==> src/rtl/gpio_irq_pkg.sv <==
package gpio_irq_pkg;

    localparam int TGT_W   = 3;
    localparam int NUM_TGT = 1 << TGT_W;
    localparam int REG_W   = 8;

    typedef struct packed {
        logic [TGT_W-1:0] target;
        logic             pol;
        logic [1:0]       det;
        logic             raw_en;
        logic             en;
    } irq_cfg_t;

    typedef enum logic [1:0] {
        ST_OFF    = 2'd0,
        ST_QUIET  = 2'd1,
        ST_CAUGHT = 2'd2
    } pin_state_e;

    typedef enum logic [1:0] {
        SEL_CFG  = 2'd0,
        SEL_STS  = 2'd1,
        SEL_IO   = 2'd2,
        SEL_NONE = 2'd3
    } reg_sel_e;

    localparam irq_cfg_t CFG_RESET = '{target: '0, pol: 1'b1, det: 2'b01,
                                       raw_en: 1'b1, en: 1'b0};

endpackage

==> src/rtl/gpio_irq_sync.sv <==
module gpio_irq_sync #(
    parameter int NPINS = 4
) (
    input  logic             clk,
    input  logic             rst_n,
    input  logic [NPINS-1:0] pin_async,
    output logic [NPINS-1:0] lvl,
    output logic [NPINS-1:0] prv
);

    for (genvar p = 0; p < NPINS; p++) begin : g_pin
        logic s1, s2, s3;

        always_ff @(posedge clk or negedge rst_n) begin
            if (!rst_n) begin
                s1 <= 1'b0;
                s2 <= 1'b0;
                s3 <= 1'b0;
            end else begin
                s1 <= pin_async[p];
                s2 <= s1;
                s3 <= s2;
            end
        end

        assign lvl[p] = s2;
        assign prv[p] = s3;

        // a rise at the synchronizer output reflects the pin two edges back
        a_r4_two_stage: assert property (@(posedge clk) disable iff (!rst_n)
            $rose(lvl[p]) |-> $past(pin_async[p], 2));
    end

endmodule

==> src/rtl/gpio_irq_pin.sv <==
module gpio_irq_pin
    import gpio_irq_pkg::*;
#(
    parameter int   DETECT_W = 2,
    parameter logic ACK_HIGH = 1'b1
) (
    input  logic             clk,
    input  logic             rst_n,
    input  logic             lvl,
    input  logic             prv,
    input  logic             cfg_wr,
    input  logic             sts_wr,
    input  logic [REG_W-1:0] wdata,
    output irq_cfg_t         cfg_q,
    output logic             status
);

    irq_cfg_t   wcfg;
    pin_state_e state, state_nx;
    logic       rise, fall, hit;
    logic       ack_clr, unmask_clr, clr;

    // configuration register; narrow variant keeps only detect bit 0
    always_comb begin
        wcfg = irq_cfg_t'(wdata);
        if (DETECT_W == 1) wcfg.det[1] = 1'b0;
    end

    always_ff @(posedge clk or negedge rst_n) begin
        if (!rst_n)      cfg_q <= CFG_RESET;
        else if (cfg_wr) cfg_q <= wcfg;
    end

    assign rise = lvl & ~prv;
    assign fall = ~lvl & prv;

    if (DETECT_W == 2) begin : g_wide
        always_comb begin
            unique case (cfg_q.det)
                2'd0:    hit = (lvl == cfg_q.pol);
                2'd1:    hit = rise;
                2'd2:    hit = fall;
                default: hit = rise | fall;
            endcase
        end
    end else begin : g_narrow
        assign hit = (cfg_q.det != 2'd0) ? (cfg_q.pol ? rise : fall)
                                         : (lvl == cfg_q.pol);
    end

    assign ack_clr    = sts_wr && (wdata[0] == ACK_HIGH);
    assign unmask_clr = cfg_wr && wdata[0] && !cfg_q.en;
    assign clr        = ack_clr || unmask_clr;

    // state register
    always_ff @(posedge clk or negedge rst_n) begin
        if (!rst_n) state <= ST_QUIET;
        else        state <= state_nx;
    end

    // next state
    always_comb begin
        state_nx = state;
        unique case (state)
            ST_OFF: begin
                if (cfg_q.raw_en) state_nx = ST_QUIET;
            end
            ST_QUIET: begin
                if (!cfg_q.raw_en) state_nx = ST_OFF;
                else if (hit)      state_nx = ST_CAUGHT;
            end
            ST_CAUGHT: begin
                if (!cfg_q.raw_en) state_nx = ST_OFF;
                else if (hit)      state_nx = ST_CAUGHT;
                else if (clr)      state_nx = ST_QUIET;
            end
            default: state_nx = ST_OFF;
        endcase
    end

    // outputs
    always_comb begin
        status = (state == ST_CAUGHT);
    end

    a_r6_set_wins: assert property (@(posedge clk) disable iff (!rst_n)
        (state != ST_OFF && cfg_q.raw_en && hit) |=> status);

    a_r9_raw_off_clear: assert property (@(posedge clk) disable iff (!rst_n)
        !cfg_q.raw_en |=> !status);

    a_r9_no_false_arm: assert property (@(posedge clk) disable iff (!rst_n)
        (state == ST_OFF) |=> !status);

    a_r5_sticky: assert property (@(posedge clk) disable iff (!rst_n)
        (status && cfg_q.raw_en && !sts_wr && !cfg_wr) |=> status);

    a_r7_unmask_clear: assert property (@(posedge clk) disable iff (!rst_n)
        (status && cfg_q.raw_en && !hit && cfg_wr && wdata[0] && !cfg_q.en) |=> !status);

endmodule

==> src/rtl/gpio_irq_route.sv <==
module gpio_irq_route
    import gpio_irq_pkg::*;
#(
    parameter int NPINS = 4
) (
    input  logic [NPINS-1:0]            status,
    input  logic [NPINS-1:0]            en,
    input  logic [NPINS-1:0][TGT_W-1:0] target,
    output logic [NUM_TGT-1:0]          irq
);

    for (genvar t = 0; t < NUM_TGT; t++) begin : g_tgt
        logic any;
        always_comb begin
            any = 1'b0;
            for (int p = 0; p < NPINS; p++) begin
                if (status[p] && en[p] && target[p] == TGT_W'(t)) any = 1'b1;
            end
        end
        assign irq[t] = any;
    end

endmodule

==> src/rtl/gpio_irq_bank.sv <==
module gpio_irq_bank
    import gpio_irq_pkg::*;
#(
    parameter int               NPINS    = 4,
    parameter int               DETECT_W = 2,
    parameter logic [NPINS-1:0] ACK_HIGH = '1,
    localparam int              PW       = (NPINS > 1) ? $clog2(NPINS) : 1,
    localparam int              AW       = PW + 2
) (
    input  logic               clk,
    input  logic               rst_n,
    input  logic [NPINS-1:0]   pin_in,
    input  logic               wr_en,
    input  logic [AW-1:0]      addr,
    input  logic [REG_W-1:0]   wdata,
    output logic [REG_W-1:0]   rdata,
    output logic [NUM_TGT-1:0] irq_out
);

    logic [PW-1:0]   pin_sel;
    reg_sel_e        sel;
    logic            pin_ok;
    logic [NPINS-1:0] lvl, prv;
    logic [NPINS-1:0] sts_vec, en_vec;
    logic [NPINS-1:0][TGT_W-1:0] tgt_vec;
    irq_cfg_t        cfg_arr [NPINS];

    assign pin_sel = addr[AW-1:2];
    assign sel     = reg_sel_e'(addr[1:0]);
    assign pin_ok  = int'(pin_sel) < NPINS;

    gpio_irq_sync #(.NPINS(NPINS)) u_sync (
        .clk       (clk),
        .rst_n     (rst_n),
        .pin_async (pin_in),
        .lvl       (lvl),
        .prv       (prv)
    );

    for (genvar p = 0; p < NPINS; p++) begin : g_pin
        logic hit_me, cfg_wr, sts_wr;
        assign hit_me = wr_en && pin_ok && (pin_sel == PW'(p));
        assign cfg_wr = hit_me && (sel == SEL_CFG);
        assign sts_wr = hit_me && (sel == SEL_STS);

        gpio_irq_pin #(.DETECT_W(DETECT_W), .ACK_HIGH(ACK_HIGH[p])) u_pin (
            .clk    (clk),
            .rst_n  (rst_n),
            .lvl    (lvl[p]),
            .prv    (prv[p]),
            .cfg_wr (cfg_wr),
            .sts_wr (sts_wr),
            .wdata  (wdata),
            .cfg_q  (cfg_arr[p]),
            .status (sts_vec[p])
        );

        assign en_vec[p]  = cfg_arr[p].en;
        assign tgt_vec[p] = cfg_arr[p].target;
    end

    gpio_irq_route #(.NPINS(NPINS)) u_route (
        .status (sts_vec),
        .en     (en_vec),
        .target (tgt_vec),
        .irq    (irq_out)
    );

    always_comb begin
        rdata = '0;
        if (pin_ok) begin
            unique case (sel)
                SEL_CFG:  rdata = cfg_arr[pin_sel];
                SEL_STS:  rdata = {{(REG_W-1){1'b0}}, sts_vec[pin_sel]};
                SEL_IO:   rdata = {{(REG_W-1){1'b0}}, lvl[pin_sel]};
                default:  rdata = '0;
            endcase
        end
    end

    a_r8_no_ungated_irq: assert property (@(posedge clk) disable iff (!rst_n)
        (|irq_out) |-> (|(sts_vec & en_vec)));

endmodule

==> config.mk <==
export PLATFORM = sky130hd
export DESIGN_NAME = gpio_irq_bank
export DESIGN_NICKNAME = d
export VERILOG_FILES = /design/src/rtl/gpio_irq_pkg.sv /design/src/rtl/gpio_irq_sync.sv /design/src/rtl/gpio_irq_pin.sv /design/src/rtl/gpio_irq_route.sv /design/src/rtl/gpio_irq_bank.sv
export SDC_FILE = /design/constraint.sdc
export NUM_CORES = 1
export LEC_CHECK = 0
export BUFFER_PORTS_ARGS = -buffer_cell sky130_fd_sc_hd__buf_2
export CORE_MARGIN = 8
export CORE_UTILIZATION = 25
export CTS_CLUSTER_SIZE = 20
export DETAILED_ROUTE_END_ITERATION = 6
export MAX_ROUTING_LAYER = met4
export PLACE_DENSITY = 0.45
export SLEW_MARGIN = 5
export SYNTH_ARGS = -nofsm -noshare
export SYNTH_HDL_FRONTEND = slang
export SYNTH_SLANG_ARGS = --single-unit
==> constraint.sdc <==
create_clock -name clk -period 1.73 [get_ports clk]
set_clock_uncertainty 0.15 [all_clocks]
set_input_delay 0.0865 -clock clk [delete_from_list [all_inputs] [get_ports clk]]
set_output_delay 0.0865 -clock clk [all_outputs]
set_load 0.1 [all_outputs]
# == Yosys cells after proc, flatten, opt, wreduce, memory -nomap -nowiden ==
# Cells that the tools add are included.
# totals
inputBits,19
regBits,52
# op_classes
n_bitwise,21
n_eq_ne,65
order_cmp,2
n_mux,72
n_reduce_logical,86
# ops
op,count
$logic_and 1x1->1,60
$eq 3x3->1 const B,16
$mux 2,24
$mux 1,34
$eq 3x2->1 const B,8
$pmux 2 s3,4
$pmux 8 s3,1
$eq 2x2->1 const B,11
$eq 2x1->1 const B,10
$logic_not 2->1,10
$bmux 8 s2,1
$mux 8,2
$ne 4x4->1 const B,4
$eq 3x1->1 const B,4
$logic_not 3->1,4
$ne 3x3->1 const B,4
$pmux 1 s3,4
$reduce_and 3->1,4
$and 1x1->1,8
$ne 2x1->1 const B,4
$not 1->1,8
$bmux 1 s2,2
$eq 1x1->1,4
$logic_not 1->1,4
other kinds (5),11

# == Longest topological paths before layout ==
# logic_depth
depth_word,10
mapped_depth,6
ltp_nobuf,6

# == Cells and area by module ==
# Synthesis repeated with hierarchy kept, for this count alone.
# hier_totals
hier_cells,273
hier_area_um2,3156.8
# modules_own_cells
mod,instances,seq_area_each_um2,area_per_inst_um2,cells_per_inst
gpio_irq_pin,4,255.2,508.0,41
gpio_irq_bank,1,0.0,410.4,38
gpio_irq_sync,1,300.3,360.3,20
gpio_irq_route,1,0.0,354.1,51

# == Least setup slack after synthesis ==
# OpenSTA, ideal clock, no wires.
# synth_timing
kind,input to output
startpoint,in addr[3]
endpoint,out rdata[0]
required_time_ps,1493
arrival_time_ps,2879
stages,5
setup_slack_ps,-1385
path_cell_list,clkbuf_1 buf_2 mux4_2 mux2i_1 o21ai_0
# synth_via
elab_chain_cells,5
word_cells_on_any_way,9
classes_between,8 x mux; 1 x bitwise
# synth_lines
item,line,source
start: declaration,gpio_irq_bank.sv:14,"input logic [AW-1:0] addr,"
$not 2->3 (not written as such),gpio_irq_bank.sv:73,SEL_CFG: rdata = cfg_arr[pin_sel];
$bmux 8 s2,gpio_irq_bank.sv:73,
$mux 8 (not written as such) (2 in series),gpio_irq_bank.sv:73,
$pmux 8 s3 *,gpio_irq_bank.sv:72,unique case (sel)
end: declaration,gpio_irq_bank.sv:16,"output logic [REG_W-1:0] rdata,"
# Mark *: on every way between the ends. The rest lies on a longest branch, timed or not. The select of a mux whose other input is x is not followed.

# == Worst setup path after layout ==
# layout_timing
startpoint,reg g_pin[3].u_pin.state[0]
endpoint,out irq_out[0]
# layout_via
elab_chain_cells,4
# layout_lines
item,line,source
start: declaration,gpio_irq_pin.sv:19,"pin_state_e state, state_nx;"
start signal: assignment,gpio_irq_pin.sv:58,else state <= state_nx;
$eq 2x2->1,gpio_irq_pin.sv:83,status = (state == ST_CAUGHT);
$logic_and 1x1->1 (2 in series),gpio_irq_route.sv:17,if (status[p] && en[p] && target[p] == TGT_W'(t)) any = 1'b1;
$mux 1,gpio_irq_route.sv:17,
end: declaration,gpio_irq_bank.sv:17,output logic [NUM_TGT-1:0] irq_out
# No other way between the ends.

==> impl_metrics.json <==
{
  "run_status": "finished with violations",
  "violations": "setup timing",
  "power_leakage_nw": 1.89,
  "comb_power_share": 0.373,
  "ys_types": 50,
  "placement.cell_area_mm2": 0.00379,
  "finalSetupTns_ps": -2440,
  "power.density_cell_area_mw_per_mm2": 1060,
  "num_io_pins": 35,
  "total_routed_wirelength_um": 8440,
  "yosysSeqAreaShare": 0.442,
  "grt_first_pass_wirelength_um": 13600,
  "worst_ep_required_time_ps": 1490,
  "grt-ovfl-total": 0,
  "max-cap-violations": 0,
  "dieArea_mm2": 0.0157,
  "rrSetupSlack_ps": -150,
  "timing.final.crit_share": 1.14,
  "final_cell_mix": "buf_4 (51), mux2_2 (32), dfrtp_1 (27)",
  "grt_setup_unrepaired": "yes",
  "floorplan.rows": 40,
  "final_max_slew_viol_count": 0,
  "hold_viol_final": 0,
  "initial_utilization": 0.252,
  "initial_antenna_violation_count": 0,
  "clk_transition_reported_paths_ps": 70,
  "num_vias": 2351,
  "floorplan.core_area_mm2": 0.0119,
  "timing.critical_path.to_type": "primary output",
  "worst_slack_ps": -247,
  "post-route-cell-area_mm2": 0.00451,
  "preCtsSetupSlack_ps": -202,
  "switching_share": 0.313,
  "die_height_um": 125,
  "utilization": 0.380,
  "ys.flop_type": "dfrtp_1",
  "route.detailed.wl_per_inst_um": 17.0,
  "area_growth_syn_to_layout_pct": 50.9,
  "vias_per_cell": 4.74,
  "hold-path-cell-count": 3,
  "achievable-frequency_ghz": 0.506,
  "clock_tree_from_tritoncts": "yes",
  "number_of_warnings_printed_during_yosys_synthesis": 0,
  "postSynthCellCount": 250,
  "htree_num_levels": 2,
  "mostFrequentLayoutCell": "buf_4",
  "syn-mean-instance-area_um2": 11.9,
  "timing.critical_path.arrival_ps": 1740,
  "clockPowerShare": 0.263,
  "netlist_area_mm2": 0.00299,
  "fp.dieW_um": 125,
  "antenna_left": 0,
  "grt_max_degree": 44,
  "grt_pass1_vias": 2516,
  "num-nets-final": 375,
  "hold_path_class": "input port to flip-flop",
  "power_switching_mw": 1.50,
  "cts_inserted_buffers": 5,
  "worstReg2RegEnd": "g_pin[3].u_pin.state[1]",
  "synth-edff-count": 0,
  "setup_viol": 17,
  "insertion_delay_ps": 290,
  "postSynthRegisterBits": 52,
  "placer_s_final_routability_congestion_estimate": 0.845,
  "hold_start": "wdata[0]",
  "clock_path_buffers": 2,
  "post_route_cells_drive_above_1_share": 0.602,
  "synthesis.nets": 277,
  "finalCriticalPeriod_ps": 1980,
  "n_antenna_cell": 0,
  "peak_supply_drop_mv": 0.423,
  "root_buffer": "clkbuf_16",
  "first_iter_violations": 125,
  "cts.sink_count": 52,
  "buffer_ports.inserted": 34,
  "hold-path-endpoint": "g_pin[3].u_pin.state[1]",
  "drt_pass1_iterations": 4,
  "ff2ff_path_depth": 5,
  "path_max_fanout": 4,
  "hpwlAfterDp_um": 6080,
  "tightest_slew_ps": 583,
  "start_kind": "flip-flop",
  "critical_path_class": "flip-flop to primary output",
  "gr-usage-all-layers": 0.113,
  "power.total_mw": 4.80,
  "post-route-drc-count": 0,
  "worst_case_headroom_to_the_max_slew_limit": 0.607,
  "synth-async-reset-ratio": 1.00,
  "cell_internal_pwr_mw": 3.30,
  "crit-reg2reg-launch": "u_sync.g_pin[3].s2",
  "pwr-share-seq": 0.364
}
-- kinds of logic (layout without fill, tap and decap cells) --
| family | count (synthesis) | after routing | share of synthesized area |
|---|---|---|---|
| muxes | 47 | 47 | 0.231 |
| buffers and inverters | 33 | 132 | 0.0557 |
| xor gates and xnor gates | 4 | 4 | 0.0117 |
| DFF | 52 | 52 | 0.442 |
| and+or+nand+nor | 74 | 74 | 0.148 |
| AOI/OAI and AO/OA | 32 | 32 | 0.0779 |
| adders and majority gates | 8 | 8 | 0.0335 |
-- registers in the layout, summed over array words and instances, names as in the netlist --
name,count
g_pin.u_pin.cfg_q,32
g_pin.u_pin.state,8
u_sync.g_pin.s3,4
u_sync.g_pin.s2,4
u_sync.g_pin.s1,4
-- layout make-up --
cell class	count	area, um2
clock buffers	6	129
clock inverters	2	60.1
fillers	1137	7350
inverters	18	67.6
multi-input cells	165	1690
flip-flops and latches	52	1330
well taps	147	184
repair buffers	106	1040
-- worst max-delay path: stages, from the launching register on --
cell	delay, ps
dfstp_2	550
nor2b_4	50
buf_6	110
and3b_2	220
a22oi_2	150
o311ai_2	140
clkbuf_16	220
-- layer usage --
| layer | GRT usage | wire length (um) |
|---|---|---|
| met1 | 0.142 | 3980 |
| met3 | 0.0191 | 184 |
| met5 | - | 0 |
| met2 | 0.186 | 4210 |
| met4 | 0.0258 | 64 |
-- power groups by stage --
stage          clock network (mW)  logic, mW  registers (mW)
2_1_floorplan                   0      0.903            1.74
3_3_place_gp                    0       1.37            1.81
3_5_place_dp                    0       1.40            1.81
4_1_cts                      1.30       1.75            1.74
5_1_grt                      1.35       1.92            1.78
6_report                     1.26       1.79            1.75
-- per-stage QoR --
step	hold slack, ps	cells
after CTS	47.2	492
final	40.1	496
after detailed placement	-174	452
after floorplan	-359	250
after global routing	60.9	496
after global placement	-174	452
-- Yosys cell counts (2+ instances only) --
cell	instances	area [um2]
nand3_1	10	50.1
o21a_1	2	15.0
and3_1	4	25.0
ha_1	8	100
inv_1	18	67.6
nor4_1	2	12.5
a32oi_1	2	17.5
o21ai_0	4	20.0
a21oi_1	3	15.0
nand4b_1	3	26.3
nand2_1	8	30.0
buf_4	8	60.1
clkbuf_1	2	7.51
and3b_1	2	17.5
nand2b_1	6	37.5
mux2_2	32	360
nand4_1	2	12.5
xnor2_1	3	26.3
nand3b_1	5	37.5
o221ai_1	4	35.0
and2_1	7	43.8
dfstp_2	16	420
nor2b_1	10	62.6
dfrtp_1	36	901
mux4_2	13	293
buf_2	4	20.0
nor2_1	9	33.8
a22oi_1	5	37.5
-- timing repair --
item	in CTS	in global routing
endpoints found under the setup margin	23	23
pin swaps	18	17
endpoints found under the hold margin	71	0
resized for setup	56	9
buffers inserted	18	5
hold buffers	14	0
-- worst max path at each step --
stage | to | slack, ps | startpoint
final | irq_out[0] | -250 | g_pin[3].u_pin.state[0]
after global routing | rdata[0] | -300 | g_pin[3].u_pin.state[0]
after CTS | irq_out[0] | -270 | g_pin[3].u_pin.state[0]
after detailed placement | g_pin[0].u_pin.state[0] | -200 | u_sync.g_pin[0].s2
after global placement | g_pin[3].u_pin.state[1] | -140 | u_sync.g_pin[3].s2
after floorplan | g_pin[3].u_pin.state[1] | -70 | u_sync.g_pin[3].s2
Power figures use the tool's default switching activity.
